<file path="src/rtl/pfs_pkg.sv">
package pfs_pkg;
   typedef enum logic [1:0] {
      PFS_RUN   = 2'b00,
      PFS_DESEL = 2'b01,
      PFS_BATT  = 2'b10,
      PFS_RECOV = 2'b11
   } pfs_state_t;
endpackage

</file>
<file path="src/rtl/pfs_sat_counter.sv">
// Saturating up-counter: clears while clr is high, stops at LIMIT.
module pfs_sat_counter #(
   parameter int LIMIT = 4
) (
   input  logic clk,
   input  logic rst_n,
   input  logic clr,
   output logic done
);
   localparam int CW = (LIMIT < 1) ? 1 : $clog2(LIMIT + 1);
   localparam logic [CW-1:0] LIM = CW'(LIMIT);

   logic [CW-1:0] cnt;

   initial begin
      if (LIMIT < 0) $fatal(1, "pfs_sat_counter: LIMIT must be >= 0");
   end

   assign done = (cnt == LIM);

   always_ff @(posedge clk or negedge rst_n) begin
      if (!rst_n)      cnt <= '0;
      else if (clr)    cnt <= '0;
      else if (!done)  cnt <= cnt + 1'b1;
   end
endmodule

</file>
<file path="src/rtl/pfs_fsm.sv">
// Supply sequence register and next-state logic.
module pfs_fsm
   import pfs_pkg::*;
(
   input  logic       clk,
   input  logic       rst_n,
   input  logic       pfd,
   input  logic       so,
   input  logic       fast,
   input  logic       lag_done,
   input  logic       rec_done,
   output pfs_state_t state
);
   pfs_state_t nxt;

   always_comb begin
      nxt = state;
      unique case (state)
         PFS_RUN: begin
            if (so)                              nxt = PFS_BATT;
            else if (pfd && (!fast || lag_done)) nxt = PFS_DESEL;
         end
         PFS_DESEL: begin
            if (so)        nxt = PFS_BATT;
            else if (!pfd) nxt = PFS_RECOV;
         end
         PFS_BATT: begin
            if (!so) nxt = pfd ? PFS_DESEL : PFS_RECOV;
         end
         PFS_RECOV: begin
            if (so)            nxt = PFS_BATT;
            else if (pfd)      nxt = PFS_DESEL;
            else if (rec_done) nxt = PFS_RUN;
         end
         default: nxt = PFS_DESEL;
      endcase
   end

   always_ff @(posedge clk or negedge rst_n) begin
      if (!rst_n) state <= PFS_DESEL;
      else        state <= nxt;
   end
endmodule

</file>
<file path="src/rtl/pfs_supervisor.sv">
module pfs_supervisor
   import pfs_pkg::*;
#(
   parameter int TREC_CYC = 4000000,
   parameter int LAG_CYC  = 20000
) (
   input  logic       clk,
   input  logic       rst_n,
   input  logic       below_pfd_i,
   input  logic       below_so_i,
   input  logic       fast_fall_i,
   input  logic       ce_req_i,
   input  logic       we_req_i,
   output logic       ce_gated_o,
   output logic       we_gated_o,
   output logic       out_dis_o,
   output logic       bat_sel_o,
   output logic [1:0] status_o
);
   localparam int REC_LIMIT = TREC_CYC - 1;

   initial begin
      if (TREC_CYC < 1) $fatal(1, "pfs_supervisor: TREC_CYC must be >= 1");
      if (LAG_CYC < 0)  $fatal(1, "pfs_supervisor: LAG_CYC must be >= 0");
   end

   pfs_state_t state;
   logic       lag_done;
   logic       rec_done;
   logic       running;

   assign running = (state == PFS_RUN);

   pfs_fsm u_fsm (
      .clk      (clk),
      .rst_n    (rst_n),
      .pfd      (below_pfd_i),
      .so       (below_so_i),
      .fast     (fast_fall_i),
      .lag_done (lag_done),
      .rec_done (rec_done),
      .state    (state)
   );

   pfs_sat_counter #(.LIMIT(REC_LIMIT)) u_rec (
      .clk   (clk),
      .rst_n (rst_n),
      .clr   (state != PFS_RECOV),
      .done  (rec_done)
   );

   generate
      if (LAG_CYC > 0) begin : g_lag
         logic lag_clr;
         assign lag_clr = !(running && below_pfd_i && fast_fall_i);
         pfs_sat_counter #(.LIMIT(LAG_CYC)) u_lag (
            .clk   (clk),
            .rst_n (rst_n),
            .clr   (lag_clr),
            .done  (lag_done)
         );
      end else begin : g_nolag
         assign lag_done = 1'b1;
      end
   endgenerate

   assign ce_gated_o = running & ce_req_i;
   assign we_gated_o = running & we_req_i;
   assign out_dis_o  = !running;
   assign bat_sel_o  = (state == PFS_BATT);
   assign status_o   = state;
endmodule

</file>
<file path="config.mk">
export PLATFORM = sky130hd
export DESIGN_NAME = pfs_supervisor
export DESIGN_NICKNAME = d
export VERILOG_FILES = /design/src/rtl/pfs_pkg.sv /design/src/rtl/pfs_sat_counter.sv /design/src/rtl/pfs_fsm.sv /design/src/rtl/pfs_supervisor.sv
export SDC_FILE = /design/constraint.sdc
export NUM_CORES = 1
export LEC_CHECK = 0
export BUFFER_PORTS_ARGS = -buffer_cell sky130_fd_sc_hd__buf_2
export CORE_MARGIN = 2
export CORE_UTILIZATION = 45
export DETAILED_ROUTE_END_ITERATION = 7
export SLEW_MARGIN = 25
export SYNTH_ARGS = -nofsm -noshare
export SYNTH_HDL_FRONTEND = slang
export SYNTH_SLANG_ARGS = --single-unit
</file>
<file path="constraint.sdc">
create_clock -name clk -period 3.7 [get_ports clk]
set_clock_uncertainty 0.15 [all_clocks]
set_input_delay 0.74 -clock clk [delete_from_list [all_inputs] [get_ports clk]]
set_output_delay 0.74 -clock clk [all_outputs]
set_load 0.01 [all_outputs]
</file>
* After elaboration in Yosys (flattened, before gate mapping)
Cells that the tools add are included.
Word-level totals: output and inout bits 6, flip-flop bits (word level) 39, input port bits 7
Operators by class: bitwise logic cells 2, reductions and logical operators 8, mux-type cells 14, equality and inequality tests 12, $add $sub $neg 2
Operator list (number):
- two-way mux 22 bit | 2
- two-way mux 15 bit | 2
- adder 22 x 1 -> 22 bit (second input constant) | 1
- equality test 22 bit (second input constant) | 1
- two-way mux 2 bit | 9
- adder 15 x 1 -> 15 bit (second input constant) | 1
- equality test 15 bit (second input constant) | 1
- one-hot mux 2 bit (4 select lines) | 1
- != test 2 bit (second input constant) | 3
- equality test 2 bit (second input constant) | 2
- != test 4 bit (second input constant) | 1
- AND reduction 4 bit | 1
- logical AND 1 bit | 3
- != test 3 x 2 -> 1 bit (second input constant) | 1
- != test 3 bit (second input constant) | 1
- bitwise AND 1 bit | 2
- equality test 2 x 1 -> 1 bit (second input constant) | 1
- zero test 1 bit | 2
- zero test 2 bit | 1
- != test 2 x 1 -> 1 bit (second input constant) | 1
- logical OR 1 bit | 1

* Depth between registers and ports, before layout
depth after elaboration 6, mapped depth 6

* Cells and area by module
From an unflattened synthesis, not the netlist that was laid out.
Second synthesis, totals: cells, all modules 235, area total of the unflattened synthesis 2220.9 um2
Modules (own cells, without submodules):
- pfs_sat_counter at u_rec | area an instance 1267.5 um2, times used 1, cells each 138
- pfs_sat_counter at g_lag.u_lag | area an instance 812.0 um2, times used 1, cells each 81
- pfs_fsm | area an instance 98.8 um2, times used 1, cells each 10
- pfs_supervisor | area an instance 42.5 um2, times used 1, cells each 6

* Least setup slack after synthesis
Ideal clock, no wire load.
path type register -> register, start register u_rec.cnt[0], end register u_rec.cnt[16], slack 1.735 ns, cell stages (with the launch flop) 7, path buffers 1, data arrival time 1.737 ns, library setup time 0.078 ns, path through dfrtp_1 > ha_1 > nand3_1 > or3_1 > clkbuf_1 > or4_1 > a21oi_1
On the way: longest elaborated chain between the ends 3, elaborated cells between the ends (all ways) 5
RTL lines:
- from (decl) | line pfs_sat_counter.sv:13 | logic [CW-1:0] cnt;
- from (signal assigned) | line pfs_sat_counter.sv:24 | else if (!done) cnt <= cnt + 1'b1;
- adder 22 x 1 -> 22 bit | line pfs_sat_counter.sv:24
- two-way mux 22 bit | line pfs_sat_counter.sv:24
- two-way mux 22 bit | line pfs_sat_counter.sv:23 | else if (clr) cnt <= '0;
Parallel ways exist; a longest one is shown, timed or not. The select of a mux whose other input is x is not followed. A chain may end at the register's enable or synchronous reset.

* Worst setup path after layout
start register u_fsm.state[1], end output port ce_gated_o
On the way: longest elaborated chain between the ends 2
RTL lines:
- from (decl) | line pfs_fsm.sv:12 | output pfs_state_t state
- from (signal assigned) | line pfs_fsm.sv:41 | else state <= nxt;
- zero test 2 bit | line pfs_supervisor.sv:32 | assign running = (state == PFS_RUN);
- bitwise AND 1 bit | line pfs_supervisor.sv:67 | assign ce_gated_o = running & ce_req_i;
- to (decl) | line pfs_supervisor.sv:14 | output logic ce_gated_o,
No other way between the ends.

==> flow_metrics.env <==
export IMPL_crit_path_end_kind="output pin"
export IMPL_async_reset_ff_frac=1.00
export IMPL_drv_cap=0
export IMPL_synth_warnings=0
export IMPL_combPwrFrac=0.062
export IMPL_max_freq_ghz=0.458
export IMPL_ir_worst_vdd_mv=0.185
export IMPL_nNetsFinal=248
export IMPL_cp_arrival_ns=1.29
export IMPL_grt_overflow=0
export IMPL_final_common_cell="dfrtp_1"
export IMPL_critPathKind="reg2out"
export IMPL_fin_setup_tns_ns=0
export IMPL_cts_sinks=39
export IMPL_ant_nets=0
export IMPL_fin_crit_ns=2.18
export IMPL_final_util=0.497
export IMPL_gp_congestion=0.864
export IMPL_drt_initial_drc_count=96
export IMPL_coreArea_mm2=0.00466
export IMPL_synth_cell_type_count=41
export IMPL_ctsLongestPathBuffers=2
export IMPL_p_sw_mw=0.189
export IMPL_start_kind="register"
export IMPL_relSlewSlack=0.422
export IMPL_reg2reg_from="u_rec.cnt[0]$_DFFE_PN0P_"
export IMPL_syn_area_mm2=0.00213
export IMPL_start_util=0.458
export IMPL_cts_tree="yes"
export IMPL_num_rows=25
export IMPL_dpl_hpwl_mm=3.10
export IMPL_clkPwrFrac=0.365
export IMPL_hold_buffers=0
export IMPL_cts_root_buf="clkbuf_8"
export IMPL_vias=1733
export IMPL_synth_edf_count=0
export IMPL_internal_power_mw=0.579
export IMPL_avgSynthCellArea_um2=9.44
export IMPL_antenna_found_initial=0
export IMPL_dieArea_mm2=0.00531
export IMPL_grt_max_degree=40
export IMPL_firstDrtPassIters=4
export IMPL_hold_viol_final=0
export IMPL_dp_cells=285
export IMPL_powerDensity_mw_per_mm2=332
export IMPL_viasPerCell=5.91
export IMPL_switching_share=0.246
export IMPL_ys_ff_latch=39
export IMPL_num_antenna_cells=0
export IMPL_drive_gt1_frac=0.0962
export IMPL_reg2regPathDepth=5
export IMPL_die_h_um=72.9
export IMPL_report_final_slew_viol_count=0
export IMPL_wl_mm=4.50
export IMPL_hold_class="in2async"
export IMPL_post_drt_wl_per_cell_um=15.3
export IMPL_r2r_slack_ns=1.52
export IMPL_grt_pass1_vias=1583
export IMPL_status="complete, no violations"
export IMPL_cts_setup_buffers=0
export IMPL_die_w_um=72.9
export IMPL_ioPinCount=13
export IMPL_syn_inst=226
export IMPL_grt_pass1_wl_mm=7.40
export IMPL_place_area_mm2=0.00223
export IMPL_drcViolationCount=0
export IMPL_htreeDepth=2
export IMPL_setup_viol_count_final=0
export IMPL_cts_repair_resized=0
export IMPL_crit_path_max_fanout=6
export IMPL_track_usage=0.182
export IMPL_tightestPinTransition_ns=0.868
export IMPL_path_clk_slew_ns=0.07
export IMPL_cts_made_buffers=5
export IMPL_rsz0062_at_grt="no"
export IMPL_r2r_end="u_rec.cnt[16]$_DFFE_PN0P_"
export IMPL_cp_required_ns=2.81
export IMPL_clock_latency_ns=0.29
export IMPL_final_cells=293
export IMPL_final_cell_mix="dfrtp_1 (38), nor2_1 (25), nand2_1 (16), nand3_1 (14), nand4_1 (13)"
export IMPL_fin_area_mm2=0.00231
export IMPL_portBuffers=12
export IMPL_fin_crit_sh=0.590
export IMPL_sequentialPowerShare=0.573
export IMPL_p_total_mw=0.768
export IMPL_leakage_nw=0.916
export IMPL_area_delta_synth_final_pct=8.50
export IMPL_syn_nets=236
export IMPL_synth_seq_area_share=0.458
export IMPL_synth_main_ff_cell="dfrtp_1"
[metrics by stage]
step | hold WS [ns] | worst slack, ns
after floorplan | 0.294 | 1.74
after global placement | 0.387 | 1.61
after detailed placement | 0.397 | 1.56
after CTS | 0.406 | 1.50
after global routing | 0.436 | 1.40
final | 0.404 | 1.52
[cell type report]
type / instances / area [µm²]
fill: 447 / 2350
multi-input combinational: 172 / 1100
sequential: 39 / 977
clock buffer: 7 / 76.3
tap: 54 / 67.6
timing repair buffer: 12 / 60.1
inverter: 8 / 30.0
clock inverter: 1 / 5.00
[worst max path at each step]
| stage | to | cells after the start | slack (ns) | startpoint |
|---|---|---|---|---|
| floorplan | u_rec.cnt[16]$_DFFE_PN0P_ | 6 | 1.74 | u_rec.cnt[0]$_DFFE_PN0P_ |
| global placement | u_rec.cnt[6]$_DFFE_PN0P_ | 4 | 1.61 | u_rec.cnt[17]$_DFFE_PN0P_ |
| detailed placement | u_rec.cnt[16]$_DFFE_PN0P_ | 5 | 1.56 | u_rec.cnt[0]$_DFFE_PN0P_ |
| CTS | ce_gated_o | 3 | 1.50 | u_fsm.state[1]$_DFFE_PN0P_ |
| global route | u_rec.cnt[20]$_DFFE_PN0P_ | 5 | 1.40 | u_rec.cnt[1]$_DFFE_PN0P_ |
| finish | ce_gated_o | 3 | 1.52 | u_fsm.state[1]$_DFFE_PN0P_ |
[registers in the layout, summed over array words and instances, names as in the netlist]
name / flops
u_fsm.state: 2
g_lag.u_lag.cnt: 15
u_rec.cnt: 22
[critical path: stages, from the launching register on]
cell and delay, ns:
dfrtp_1 0.42, nor2_1 0.29, and2_1 0.17, buf_2 0.12
[layer usage]
layer | share of wire | global-route usage
met2 | 0.42 | 0.268
met5 | 0 | 0
met1 | 0.52 | 0.255
met3 | 0.038 | 0.0456
met4 | 0.016 | 0.0761
[synth_stat cells (all sizes together) (2+ instances only)]
cell | instances | area share
dfrtp | 38 | 0.45
xnor2 | 10 | 0.041
nor3 | 3 | 0.0070
nand3 | 15 | 0.041
a31oi | 5 | 0.015
nor4 | 8 | 0.030
or3 | 3 | 0.0088
ha | 3 | 0.018
or4b | 2 | 0.0094
a211oi | 3 | 0.011
nand2 | 16 | 0.028
o31ai | 5 | 0.018
inv | 8 | 0.014
clkbuf | 6 | 0.011
and3 | 6 | 0.018
nand4 | 13 | 0.038
or2 | 2 | 0.0059
and2 | 3 | 0.0088
nor2 | 25 | 0.044
o21ai | 4 | 0.0094
a21oi | 10 | 0.023
and4 | 2 | 0.0082
or4 | 8 | 0.028
a311oi | 2 | 0.0082
o211ai | 4 | 0.014
xor2 | 8 | 0.033
nor4bb | 3 | 0.014
[logic make-up after synthesis]
group,count (synthesis),share of synthesized area
adders and majority gates,3,0.0176
muxes,1,0.00469
buffers and inverters,15,0.0270
AOI/OAI and AO/OA,35,0.106
and+or+nand+nor,115,0.313
DFF,39,0.458
xor gates and xnor gates,18,0.0739
[power by group through the flow]
stage               clock network [mW]  logic, mW  registers, mW
floorplan                            0     0.0268          0.446
CTS                              0.291     0.0492          0.439
finish                           0.280     0.0477          0.440
global route                     0.301     0.0554          0.441
global placement                     0     0.0493          0.448
detailed placement                   0     0.0490          0.448
No activity file was read; power rests on OpenSTA's default activity.
